$ cat src/rtl/ebu_pkg.sv
package ebu_pkg;
    typedef enum logic [1:0] {
        SP_PROG = 2'd0,
        SP_DATA = 2'd1,
        SP_IO   = 2'd2,
        SP_NONE = 2'd3
    } space_e;

    typedef enum logic [1:0] {
        PH_IDLE   = 2'd0,
        PH_SETUP  = 2'd1,
        PH_STROBE = 2'd2
    } phase_e;

    localparam int NUM_SPACES = 3;
endpackage

$ cat src/rtl/ebu_seq.sv
module ebu_seq
    import ebu_pkg::*;
#(
    parameter int AW = 16,
    parameter int DW = 16
) (
    input  logic          clk,
    input  logic          rst_n,
    input  logic          pwr_down,
    input  logic          req_valid,
    input  logic          req_write,
    input  logic [1:0]    req_space,
    input  logic [AW-1:0] req_addr,
    input  logic [DW-1:0] req_wdata,
    input  logic          ready_i,
    input  logic [DW-1:0] data_i,
    output phase_e        phase,
    output space_e        cur_space,
    output logic          cur_write,
    output logic [AW-1:0] addr_q,
    output logic [DW-1:0] wdata_q,
    output logic          wr_tail,
    output logic          busy,
    output logic          rd_valid,
    output logic [DW-1:0] rd_data
);
    typedef struct packed {
        phase_e        phase;
        space_e        space;
        logic          write;
        logic [AW-1:0] addr;
        logic [DW-1:0] wdata;
        logic [DW-1:0] rdata;
        logic          rd_valid;
        logic          wr_tail;
    } seq_t;

    seq_t st_d, st_q;
    logic accept;

    assign busy   = (st_q.phase != PH_IDLE) || pwr_down;
    assign accept = req_valid && !busy && (space_e'(req_space) != SP_NONE);

    always_comb begin
        st_d          = st_q;
        st_d.rd_valid = 1'b0;
        st_d.wr_tail  = 1'b0;
        case (st_q.phase)
            PH_IDLE: begin
                if (accept) begin
                    st_d.phase = PH_SETUP;
                    st_d.space = space_e'(req_space);
                    st_d.write = req_write;
                    st_d.addr  = req_addr;
                    st_d.wdata = req_wdata;
                end
            end
            PH_SETUP: st_d.phase = PH_STROBE;
            PH_STROBE: begin
                if (ready_i) begin
                    st_d.phase = PH_IDLE;
                    if (st_q.write) begin
                        st_d.wr_tail = 1'b1;
                    end else begin
                        st_d.rdata    = data_i;
                        st_d.rd_valid = 1'b1;
                    end
                end
            end
            default: st_d.phase = PH_IDLE;
        endcase
    end

    always_ff @(posedge clk or negedge rst_n) begin
        if (!rst_n) begin
            st_q <= '{phase: PH_IDLE, space: SP_NONE, write: 1'b0,
                      addr: '0, wdata: '0, rdata: '0,
                      rd_valid: 1'b0, wr_tail: 1'b0};
        end else begin
            st_q <= st_d;
        end
    end

    assign phase     = st_q.phase;
    assign cur_space = st_q.space;
    assign cur_write = st_q.write;
    assign addr_q    = st_q.addr;
    assign wdata_q   = st_q.wdata;
    assign wr_tail   = st_q.wr_tail;
    assign rd_valid  = st_q.rd_valid;
    assign rd_data   = st_q.rdata;
endmodule

$ cat src/rtl/ebu_space_dec.sv
module ebu_space_dec
    import ebu_pkg::*;
#(
    parameter int N = NUM_SPACES
) (
    input  logic         active,
    input  space_e       space,
    output logic [N-1:0] sel_n
);
    for (genvar g = 0; g < N; g++) begin : g_sel
        assign sel_n[g] = !(active && (int'(space) == g));
    end
endmodule

$ cat src/rtl/ebu_pad_ctl.sv
module ebu_pad_ctl
    import ebu_pkg::*;
(
    input  logic   rst_n,
    input  logic   pwr_down,
    input  logic   float_n,
    input  phase_e phase,
    input  logic   cur_write,
    input  logic   wr_tail,
    output logic   strobe_n,
    output logic   rw_o,
    output logic   wr_o,
    output logic   we_n,
    output logic   ctl_oe,
    output logic   we_oe,
    output logic   addr_oe,
    output logic   data_oe
);
    logic in_cycle, wr_strobe;

    assign in_cycle  = (phase != PH_IDLE);
    assign wr_strobe = cur_write && (phase == PH_STROBE);

    assign strobe_n = (phase != PH_STROBE);
    assign rw_o     = !(cur_write && in_cycle);
    assign wr_o     = !rw_o;
    assign we_n     = !wr_strobe;

    assign addr_oe = float_n;
    assign ctl_oe  = rst_n && !pwr_down && float_n;
    assign we_oe   = rst_n && float_n;
    assign data_oe = (wr_strobe || wr_tail) && rst_n && !pwr_down && float_n;
endmodule

$ cat src/rtl/ext_bus_unit.sv
module ext_bus_unit
    import ebu_pkg::*;
#(
    parameter int AW = 16,
    parameter int DW = 16
) (
    input  logic          clk,
    input  logic          rst_n,
    input  logic          pwr_down,
    input  logic          float_n,
    input  logic          req_valid,
    input  logic          req_write,
    input  logic [1:0]    req_space,
    input  logic [AW-1:0] req_addr,
    input  logic [DW-1:0] req_wdata,
    output logic          busy,
    output logic          rd_valid,
    output logic [DW-1:0] rd_data,
    output logic [AW-1:0] addr_o,
    output logic          addr_oe,
    output logic [DW-1:0] data_o,
    output logic          data_oe,
    input  logic [DW-1:0] data_i,
    input  logic          ready_i,
    output logic          prog_sel_n,
    output logic          data_sel_n,
    output logic          io_sel_n,
    output logic          strobe_n,
    output logic          rw_o,
    output logic          ctl_oe,
    output logic          wr_o,
    output logic          we_n,
    output logic          we_oe
);
    phase_e                phase;
    space_e                cur_space;
    logic                  cur_write;
    logic                  wr_tail;
    logic [NUM_SPACES-1:0] sel_vec_n;

    ebu_seq #(.AW(AW), .DW(DW)) u_seq (
        .clk(clk), .rst_n(rst_n), .pwr_down(pwr_down),
        .req_valid(req_valid), .req_write(req_write), .req_space(req_space),
        .req_addr(req_addr), .req_wdata(req_wdata),
        .ready_i(ready_i), .data_i(data_i),
        .phase(phase), .cur_space(cur_space), .cur_write(cur_write),
        .addr_q(addr_o), .wdata_q(data_o), .wr_tail(wr_tail),
        .busy(busy), .rd_valid(rd_valid), .rd_data(rd_data)
    );

    ebu_space_dec #(.N(NUM_SPACES)) u_dec (
        .active(phase != PH_IDLE),
        .space(cur_space),
        .sel_n(sel_vec_n)
    );

    assign prog_sel_n = sel_vec_n[0];
    assign data_sel_n = sel_vec_n[1];
    assign io_sel_n   = sel_vec_n[2];

    ebu_pad_ctl u_pad (
        .rst_n(rst_n), .pwr_down(pwr_down), .float_n(float_n),
        .phase(phase), .cur_write(cur_write), .wr_tail(wr_tail),
        .strobe_n(strobe_n), .rw_o(rw_o), .wr_o(wr_o), .we_n(we_n),
        .ctl_oe(ctl_oe), .we_oe(we_oe), .addr_oe(addr_oe), .data_oe(data_oe)
    );
endmodule

$ cat config.mk
export PLATFORM = sky130hd
export DESIGN_NAME = ext_bus_unit
export DESIGN_NICKNAME = d
export VERILOG_FILES = /design/src/rtl/ebu_pkg.sv /design/src/rtl/ebu_seq.sv /design/src/rtl/ebu_space_dec.sv /design/src/rtl/ebu_pad_ctl.sv /design/src/rtl/ext_bus_unit.sv
export SDC_FILE = /design/constraint.sdc
export NUM_CORES = 1
export LEC_CHECK = 0
export BUFFER_PORTS_ARGS = -buffer_cell sky130_fd_sc_hd__buf_2
export CAP_MARGIN = 20
export CORE_ASPECT_RATIO = 2
export CORE_MARGIN = 1.5
export CORE_UTILIZATION = 45
export CTS_CLUSTER_SIZE = 12
export DETAILED_ROUTE_END_ITERATION = 8
export PLACE_DENSITY = 0.85
export SLEW_MARGIN = 20
export SYNTH_ARGS = -nofsm -noshare
export SYNTH_HDL_FRONTEND = slang
export SYNTH_HIERARCHICAL = 1
export SYNTH_SLANG_ARGS = --single-unit
$ cat constraint.sdc
create_clock -name clk -period 2.95 [get_ports clk]
set_input_delay 0.1475 -clock clk [delete_from_list [all_inputs] [get_ports clk]]
set_output_delay 0.1475 -clock clk [all_outputs]
set_load 0.01 [all_outputs]
**Word-level counts from Yosys, hierarchy flattened**

Index checks and enable logic that the tools add are counted.

- Reduce and logical (&&, ||, !) cells: 28
- Muxes and demuxes: 7
- Bitwise operators: 1
- Equal/unequal tests: 8

Operators with widths:

| operator | count |
|---|---|
| $mux 37 | 1 |
| $logic_and 1x1->1 | 13 |
| $logic_not 1->1 | 7 |
| $eq 2x2->1 const B | 3 |
| $mux 2 | 3 |
| $ne 2x2->1 const B | 3 |
| $pmux 2 s3 | 1 |
| $logic_not 2->1 | 2 |
| $reduce_and 2->1 | 2 |
| $reduce_and 3->1 | 1 |
| $eq 2x1->1 const B | 1 |
| $logic_or 1x1->1 | 2 |
| $mux 1 | 2 |
| $ne 2x1->1 const B | 1 |
| $reduce_bool 2->1 | 1 |
| $not 1->1 | 1 |

- Output and inout bits: 61
- Register bits: 55
- Input port bits: 57

**Logic depth before layout (Yosys ltp)**

Gate-level depths: netlist of run 1.

- Depth in word-level cells: 7
- Gate-level depth with buffers: 5
- Mapped depth without buffers: 3

**Cells and area by module**

Netlist of run 1, hierarchy kept.

Modules (own cells, without submodules):

| module | area each (um^2) | cells an instance | times used |
|---|---|---|---|
| ebu_seq | 2203.4 | 120 | 1 |
| ebu_pad_ctl | 71.3 | 10 | 1 |
| ebu_space_dec | 23.8 | 3 | 1 |
| ext_bus_unit | 6.3 | 1 | 1 |

**Worst setup path after synthesis of run 1**

OpenSTA, ideal clock, no wires.

- Kind: register to register
- Start point: reg u_seq.st_q (netlist bit u_seq/phase[0])
- End point: reg u_seq.st_q (netlist bit u_seq/addr_q[10])
- Setup time: 0.125 ns
- Cell stages (with the launch flop): 6
- Path slack: 1.117 ns
- Clock period less this slack: 1.833 ns
- Arrival time: 1.708 ns
- Cells stage by stage: dfrtp_1 -> or3_4 -> a211o_1 -> buf_6 -> buf_12 -> mux2_4

- Word-level cells in the longest chain between the ends: 6
- Elaborated cells between the ends (all ways): 7

RTL lines:

| item | line | RTL |
|---|---|---|
| from (decl) | ebu_seq.sv:38 | `seq_t st_d, st_q;` |
| from (signal assigned) | ebu_seq.sv:76 | `st_q <= '{phase: PH_IDLE, space: SP_NONE, write: 1'b0,` |
| from (signal assigned) | ebu_seq.sv:80 | `st_q <= st_d;` |
| $reduce_bool 2->1 | ebu_seq.sv:41 | `assign busy = (st_q.phase != PH_IDLE) \|\| pwr_down;` |
| $logic_or 1x1->1 | ebu_seq.sv:41 |  |
| net busy | ext_bus_unit.sv:16 | `output logic busy,` |
| $logic_not 1->1 | ebu_seq.sv:42 | `assign accept = req_valid && !busy && (space_e'(req_space) != SP_NONE);` |
| $logic_and 1x1->1 (2 in a row) | ebu_seq.sv:42 |  |
| $reduce_and 2->1 (no source line) | - |  |

The timed path passes the listed nets, and every way through them passes these cells.
A chain may end at the register's enable or synchronous reset.

**Final worst setup path of run 1**

- Start point: reg u_seq.st_q (netlist bit u_seq/phase[0])
- End point: reg u_seq.st_q (netlist bit u_seq/wdata_q[7])

- Word-level cells in the longest chain between the ends: 6
- Elaborated cells between the ends (all ways): 7

RTL lines:

| item | line |
|---|---|
| $reduce_bool 2->1 | ebu_seq.sv:41 |
| $logic_or 1x1->1 | ebu_seq.sv:41 |
| $logic_not 1->1 | ebu_seq.sv:42 |
| $logic_and 1x1->1 (2 in a row) | ebu_seq.sv:42 |
| $reduce_and 2->1 (no source line) * | - |

Every way passes the cells marked *; elsewhere a longest branch is shown, timed or not.

==> impl_metrics.py, run 1 <==
metrics = {
    "die": {
        "num_rows": 36,
        "die_height_um": 104,
        "io_pins": 118,
        "start_util": 0.469,
        "fp.dieW_um": 53.6,
        "core-area_um2": 4910,
        "dieArea_um2": 5590,
    },
    "synth": {
        "avgSynthCellArea_um2": 17.2,
        "yosys.cell_types.count": 24,
        "async_reset_ff_frac": 1.00,
        "ys_ff_latch": 55,
        "synth_cells": 134,
        "yosysSeqAreaShare": 0.598,
        "ys_warn_count": 6,
        "ys.flop_type": "dfrtp_1",
        "syn_nets": 191,
        "synth_edf_count": 0,
        "synth.cell_area_um2": 2300,
    },
    "run": {
        "maxCapViolCount": 0,
    },
    "critical_path": {
        "r2r-start": "u_seq/phase[0]",
        "r2r_cells": 3,
        "r2r-end": "u_seq/wdata_q[7]",
        "worstSetupPathType": "flop to flop",
        "crit_path_start": "u_seq/phase[0]",
        "arrival_ps": 2360,
        "critical_path.startpoint_type": "flop",
        "crit_path_end_kind": "flop",
        "worstPathMaxFanout": 36,
        "cp.required_ps": 3140,
        "worstSetupEndpoint": "u_seq/wdata_q[7]",
        "rrSetupSlack_ps": 780,
    },
    "drt": {
        "vias": 1522,
        "routed_wl_mm": 4.99,
        "route.detailed.drc": 0,
        "dr.pass1.iters": 3,
        "drt_first_iter_violations": 42,
        "ant_nets": 0,
        "wl_per_cell_um": 16.0,
        "viasPerCell": 4.89,
    },
    "placed_design": {
        "dpl.hpwl_mm": 3.78,
        "io_buffer_count": 117,
        "gp_congestion": 0.755,
    },
    "global_routing": {
        "grt_antenna_before_repair": 0,
        "grt_pass1_vias": 1674,
        "grt_pass1_wl_mm": 8.02,
        "grt_start_max_net_pins": 56,
        "grtUsageTotal": 0.201,
        "grt_overflow": 0,
    },
    "power_and_ir_drop": {
        "vdd_drop_max_mv": 0.598,
        "p_int_uw": 1720,
        "swShare": 0.296,
        "seqPwrFrac": 0.472,
        "p_leak_uw": 0.00162,
        "clkPwrFrac": 0.196,
        "p_sw_uw": 724,
        "pwr_density_cell_nw_per_um2": 815,
        "combPwrFrac": 0.333,
    },
    "sta": {
        "fin_crit_sh": 0.734,
        "clock_skew_ps": 8.07,
        "drv_slew": 0,
        "worst_slew_pin_slew_ps": 1020,
        "setup_viol_count_final": 0,
        "rsz0062_at_grt": "no",
        "hold_ws_ps": 9.67,
        "finalHoldViolCount": 0,
        "finalCriticalPeriod_ps": 2170,
        "clock.fmax_ghz": 0.462,
        "setup_tns_ps": 0,
        "relSlewSlack": 0.317,
    },
    "status": {
        "status": "finished, final reports clean",
    },
    "cells_and_area": {
        "diodes": 0,
        "multi_input_area_um2": 825,
        "drive_gt1_frac": 0.724,
        "area_growth_pct": 30.2,
        "nets": 311,
        "seqCellArea_um2": 1380,
        "fill_cells": 399,
        "layout_commonest_cell": "buf_2",
        "mostFrequentLayoutCells": "buf_2 (117), dfrtp_1 (53), mux2_4 (29), mux2_2 (22)",
    },
    "clock_network": {
        "clockBufferDepth": 2,
        "cts_sinks": 55,
        "cts_tree": "built",
        "cts_resized": 0,
        "cts_setup_buffers": 0,
        "cts_buffers": 5,
        "clkTransAtPathRegs_ps": 90,
        "insertion_delay_ps": 310,
        "cts_hold_buf": 0,
        "h-tree-depth": 2,
        "cts-root-buf": "clkbuf_8",
    },
    "worst_hold_path": {
        "hp-class": "primary input to asynchronous set/reset pin",
    },
}
## metrics by stage
stage	util	cells	worst slack, ps	instance area (um^2)	total power [uW]
final	0.611	311	784	3000	2440
after global placement	0.589	304	848	2890	1950
after global routing	0.611	311	718	3000	2590
after CTS	0.611	311	771	3000	2480
after detailed placement	0.589	304	780	2890	1990
after floorplan	-	134	1120	2300	1620
## cell families after synthesis
| group | count (synthesis) | synth area share |
|---|---|---|
| DFF | 55 | 0.598 |
| AOI/OAI and AO/OA | 3 | 0.0114 |
| buffers and inverters | 11 | 0.0445 |
| muxes | 52 | 0.301 |
| and+or+nand+nor | 13 | 0.0451 |
## how the worst min path moves through the flow
stage,endpoint,slack [ps],cells after the start
after floorplan,u_seq/addr_q[0],-150,0
after global placement,u_seq/addr_q[10],380,2
after detailed placement,u_seq/wdata_q[12],380,2
after CTS,u_seq/rd_data[9],50,2
after global routing,u_seq/addr_q[11],50,2
final,u_seq/rd_data[9],10,2
## state kept, by name (all words and copies together) (netlist names)
| register | flops |
|---|---|
| u_seq/addr_q | 16 |
| u_seq/cur_space | 2 |
| u_seq/cur_write | 1 |
| u_seq/phase | 2 |
| u_seq/rd_data | 16 |
| u_seq/rd_valid | 1 |
| u_seq/wdata_q | 16 |
| u_seq/wr_tail | 1 |
## Yosys cell counts, types with 2 or more instances
master | number | area, um^2
nand3b_1 | 2 | 15.0
inv_1 | 5 | 18.8
nand2_1 | 2 | 7.51
dfstp_2 | 2 | 52.6
buf_12 | 3 | 60.1
mux2_4 | 29 | 435
mux2_2 | 22 | 248
dfrtp_1 | 53 | 1330
## worst max-delay path, cell delays in order (launching register included)
cell and delay (ps):
dfrtp_1 480, or3_4 430, a211o_2 700, mux2_4 440
## power by group through the flow
stage	logic [uW]	registers (uW)	clock network [uW]
2_1_floorplan	356	1270	0
3_3_place_gp	798	1160	0
3_5_place_dp	827	1160	0
4_1_cts	827	1160	499
5_1_grt	874	1190	527
6_report	813	1150	478
## per-layer routing
metal	up-vias	part of all wire	GRT usage
met1	749	0.34	0.215
met2	66	0.59	0.360
met4	0	0.022	0.0842
met3	8	0.045	0.0402
met5	-	0	0
li1	699	-	-
## area by class of cell
| class | count | share of cell area |
|---|---|---|
| flip-flops and latches | 55 | 0.460 |
| clock buffers | 5 | 0.0229 |
| multi-input cells | 68 | 0.275 |
| well taps | 57 | 0.0238 |
| inverters | 5 | 0.00626 |
| repair buffers | 119 | 0.200 |
| clock inverters | 2 | 0.0125 |
(Power assumes the default switching activity.)
==> run 2, diff against run 1 <==
Settings changed: CORE_UTILIZATION 45 to 41, PLACE_DENSITY 0.85 to 0.82.
Clock period 2.95 ns to 1.9 ns, I/O delays scaled along.
==> run 2 against run 1 <==
Compared with the run above:
- clock skew is 3.3 ps higher
- first-iteration DRC count is 45% higher
- critical path depth is 1 higher
- utilization is 2.3 points lower
- design area is 6.3% higher
- largest cell class unchanged
==> impl_metrics.py, run 2 (synthesis gave the netlist of run 1 again) <==
metrics = {
    "status": {
        "status": "finished, final reports clean",
    },
    "cells_and_area": {
        "fill_cells": 463,
        "layout_commonest_cell": "buf_2",
        "multi_input_area_um2": 825,
        "drive_gt1_frac": 0.695,
        "area_growth_pct": 38.3,
        "nets": 328,
        "seqCellArea_um2": 1380,
        "diodes": 0,
        "mostFrequentLayoutCells": "buf_2 (117), dfrtp_1 (53), mux2_4 (29), mux2_2 (22), dlygate4sd3_1 (13)",
    },
    "global_routing": {
        "grt_antenna_before_repair": 0,
        "grt_start_max_net_pins": 56,
        "grt_overflow": 0,
        "grt_pass1_wl_mm": 7.67,
        "grt_pass1_vias": 1590,
        "grtUsageTotal": 0.166,
    },
    "sta": {
        "clock.fmax_ghz": 0.569,
        "fin_crit_sh": 0.925,
        "setup_tns_ps": 0,
        "worst_slew_pin_slew_ps": 685,
        "finalCriticalPeriod_ps": 1760,
        "finalHoldViolCount": 0,
        "drv_slew": 0,
        "relSlewSlack": 0.543,
        "setup_viol_count_final": 0,
        "rsz0062_at_grt": "no",
        "clock_skew_ps": 11.4,
    },
    "critical_path": {
        "cp.required_ps": 2090,
        "path_buf_inv": 1,
        "cp_top_family": "flip-flops",
        "arrival_ps": 1950,
        "critical_path.startpoint_type": "flop",
        "cpMaxStageDelayCell": "dfrtp_1",
        "slowest_delay_ps": 390,
        "crit_chain": "or3_4 > a211o_2 > buf_12 > mux2_4",
        "worstPathMaxFanout": 27,
        "worstSetupPathType": "flop to flop",
        "crit_path_end_kind": "flop",
    },
    "die": {
        "fp.dieW_um": 56.0,
        "start_util": 0.425,
        "num_rows": 38,
        "dieArea_um2": 6110,
        "die_height_um": 109,
        "io_pins": 118,
        "core-area_um2": 5420,
    },
    "drt": {
        "viasPerCell": 4.80,
        "ant_nets": 0,
        "drt_first_iter_violations": 61,
        "routed_wl_mm": 5.02,
        "vias": 1592,
        "wl_per_cell_um": 15.1,
        "route.detailed.drc": 0,
        "dr.pass1.iters": 4,
    },
    "placed_design": {
        "io_buffer_count": 117,
        "dpl.hpwl_mm": 3.71,
        "gp_congestion": 0.745,
    },
    "clock_network": {
        "cts-root-buf": "clkbuf_8",
        "cts_sinks": 55,
        "cts_tree": "built",
        "cts_buffers": 5,
        "clockBufferDepth": 2,
        "h-tree-depth": 2,
        "insertion_delay_ps": 310,
        "clkTransAtPathRegs_ps": 100,
    },
    "power_and_ir_drop": {
        "total_power_uw": 3870,
        "vdd_drop_max_mv": 0.786,
        "pwr_density_cell_nw_per_um2": 1210,
        "p_leak_uw": 0.00171,
    },
    "worst_hold_path": {
        "hp-class": "primary input to flop",
    },
    "run": {
        "maxCapViolCount": 0,
    },
}
## run 2: changes by cell type in the layout (fill, tap and decap cells not counted), sizes merged
cell / before / now
buf: 119 / 123
clkbuf: 5 / 6
clkinv: 0 / 1
clkinvlp: 1 / 0
dlygate4sd3: 0 / 13
## run 2: layout make-up
| cell class | count | share of cell area |
|---|---|---|
| Sequential cell | 55 | 0.432 |
| Multi-Input combinational cell | 68 | 0.259 |
| Timing Repair Buffer | 136 | 0.243 |
| Clock buffer | 6 | 0.0259 |
| Tap cell | 60 | 0.0235 |
| Clock inverter | 2 | 0.0110 |
| Inverter | 5 | 0.00589 |
## run 2: metrics by stage
stage / hold WS (ps) / worst slack, ps / std cells / utilization / cell area (um^2)
after CTS: 0.193 / 147 / 322 / 0.570 / 3090
after detailed placement: 329 / 173 / 311 / 0.542 / 2940
after floorplan: -201 / 66.9 / 134 / - / 2300
after global routing: -2.15 / 93.7 / 332 / 0.588 / 3190
after global placement: 325 / 200 / 311 / 0.542 / 2940
final: 10.7 / 143 / 332 / 0.588 / 3190
## run 2: power by group
group / switching (uW) / total [uW] / internal, uW
Combinational: 557 / 1300 / 748
Sequential: 211 / 1780 / 1560
Clock: 364 / 790 / 427
Total: 1130 / 3870 / 2740
## run 2: metal layers
| layer | global-route usage | routed length (um) | share of wire |
|---|---|---|---|
| met5 | 0 | 0 | 0 |
| met4 | 0.0663 | 104 | 0.021 |
| met3 | 0.0510 | 348 | 0.069 |
| met2 | 0.316 | 2870 | 0.57 |
| met1 | 0.163 | 1690 | 0.34 |
## run 2: timing repair
action / 4_1_cts / 5_1_grt
resized for setup: 0 / 0
hold endpoints to repair: 32 / 10
setup buffers: 0 / 0
hold buffers: 3 / 10
## run 2: path summary, 6_finish.rpt
| check | slack [ps] | end | start | cells past startpoint |
|---|---|---|---|---|
| max reg2reg | 140 | u_seq/wdata_q[9] | u_seq/phase[0] | 4 |
| min in group asynchronous | 490 | u_seq/cur_write | rst_n | 3 |
| min | 10 | u_seq/wdata_q[15] | req_wdata[15] | 2 |
| max in group asynchronous | 920 | u_seq/wdata_q[3] | rst_n | 3 |
| max | 140 | u_seq/wdata_q[9] | u_seq/phase[0] | 4 |
| min reg2reg | 510 | u_seq/rd_data[7] | u_seq/rd_data[7] | 1 |
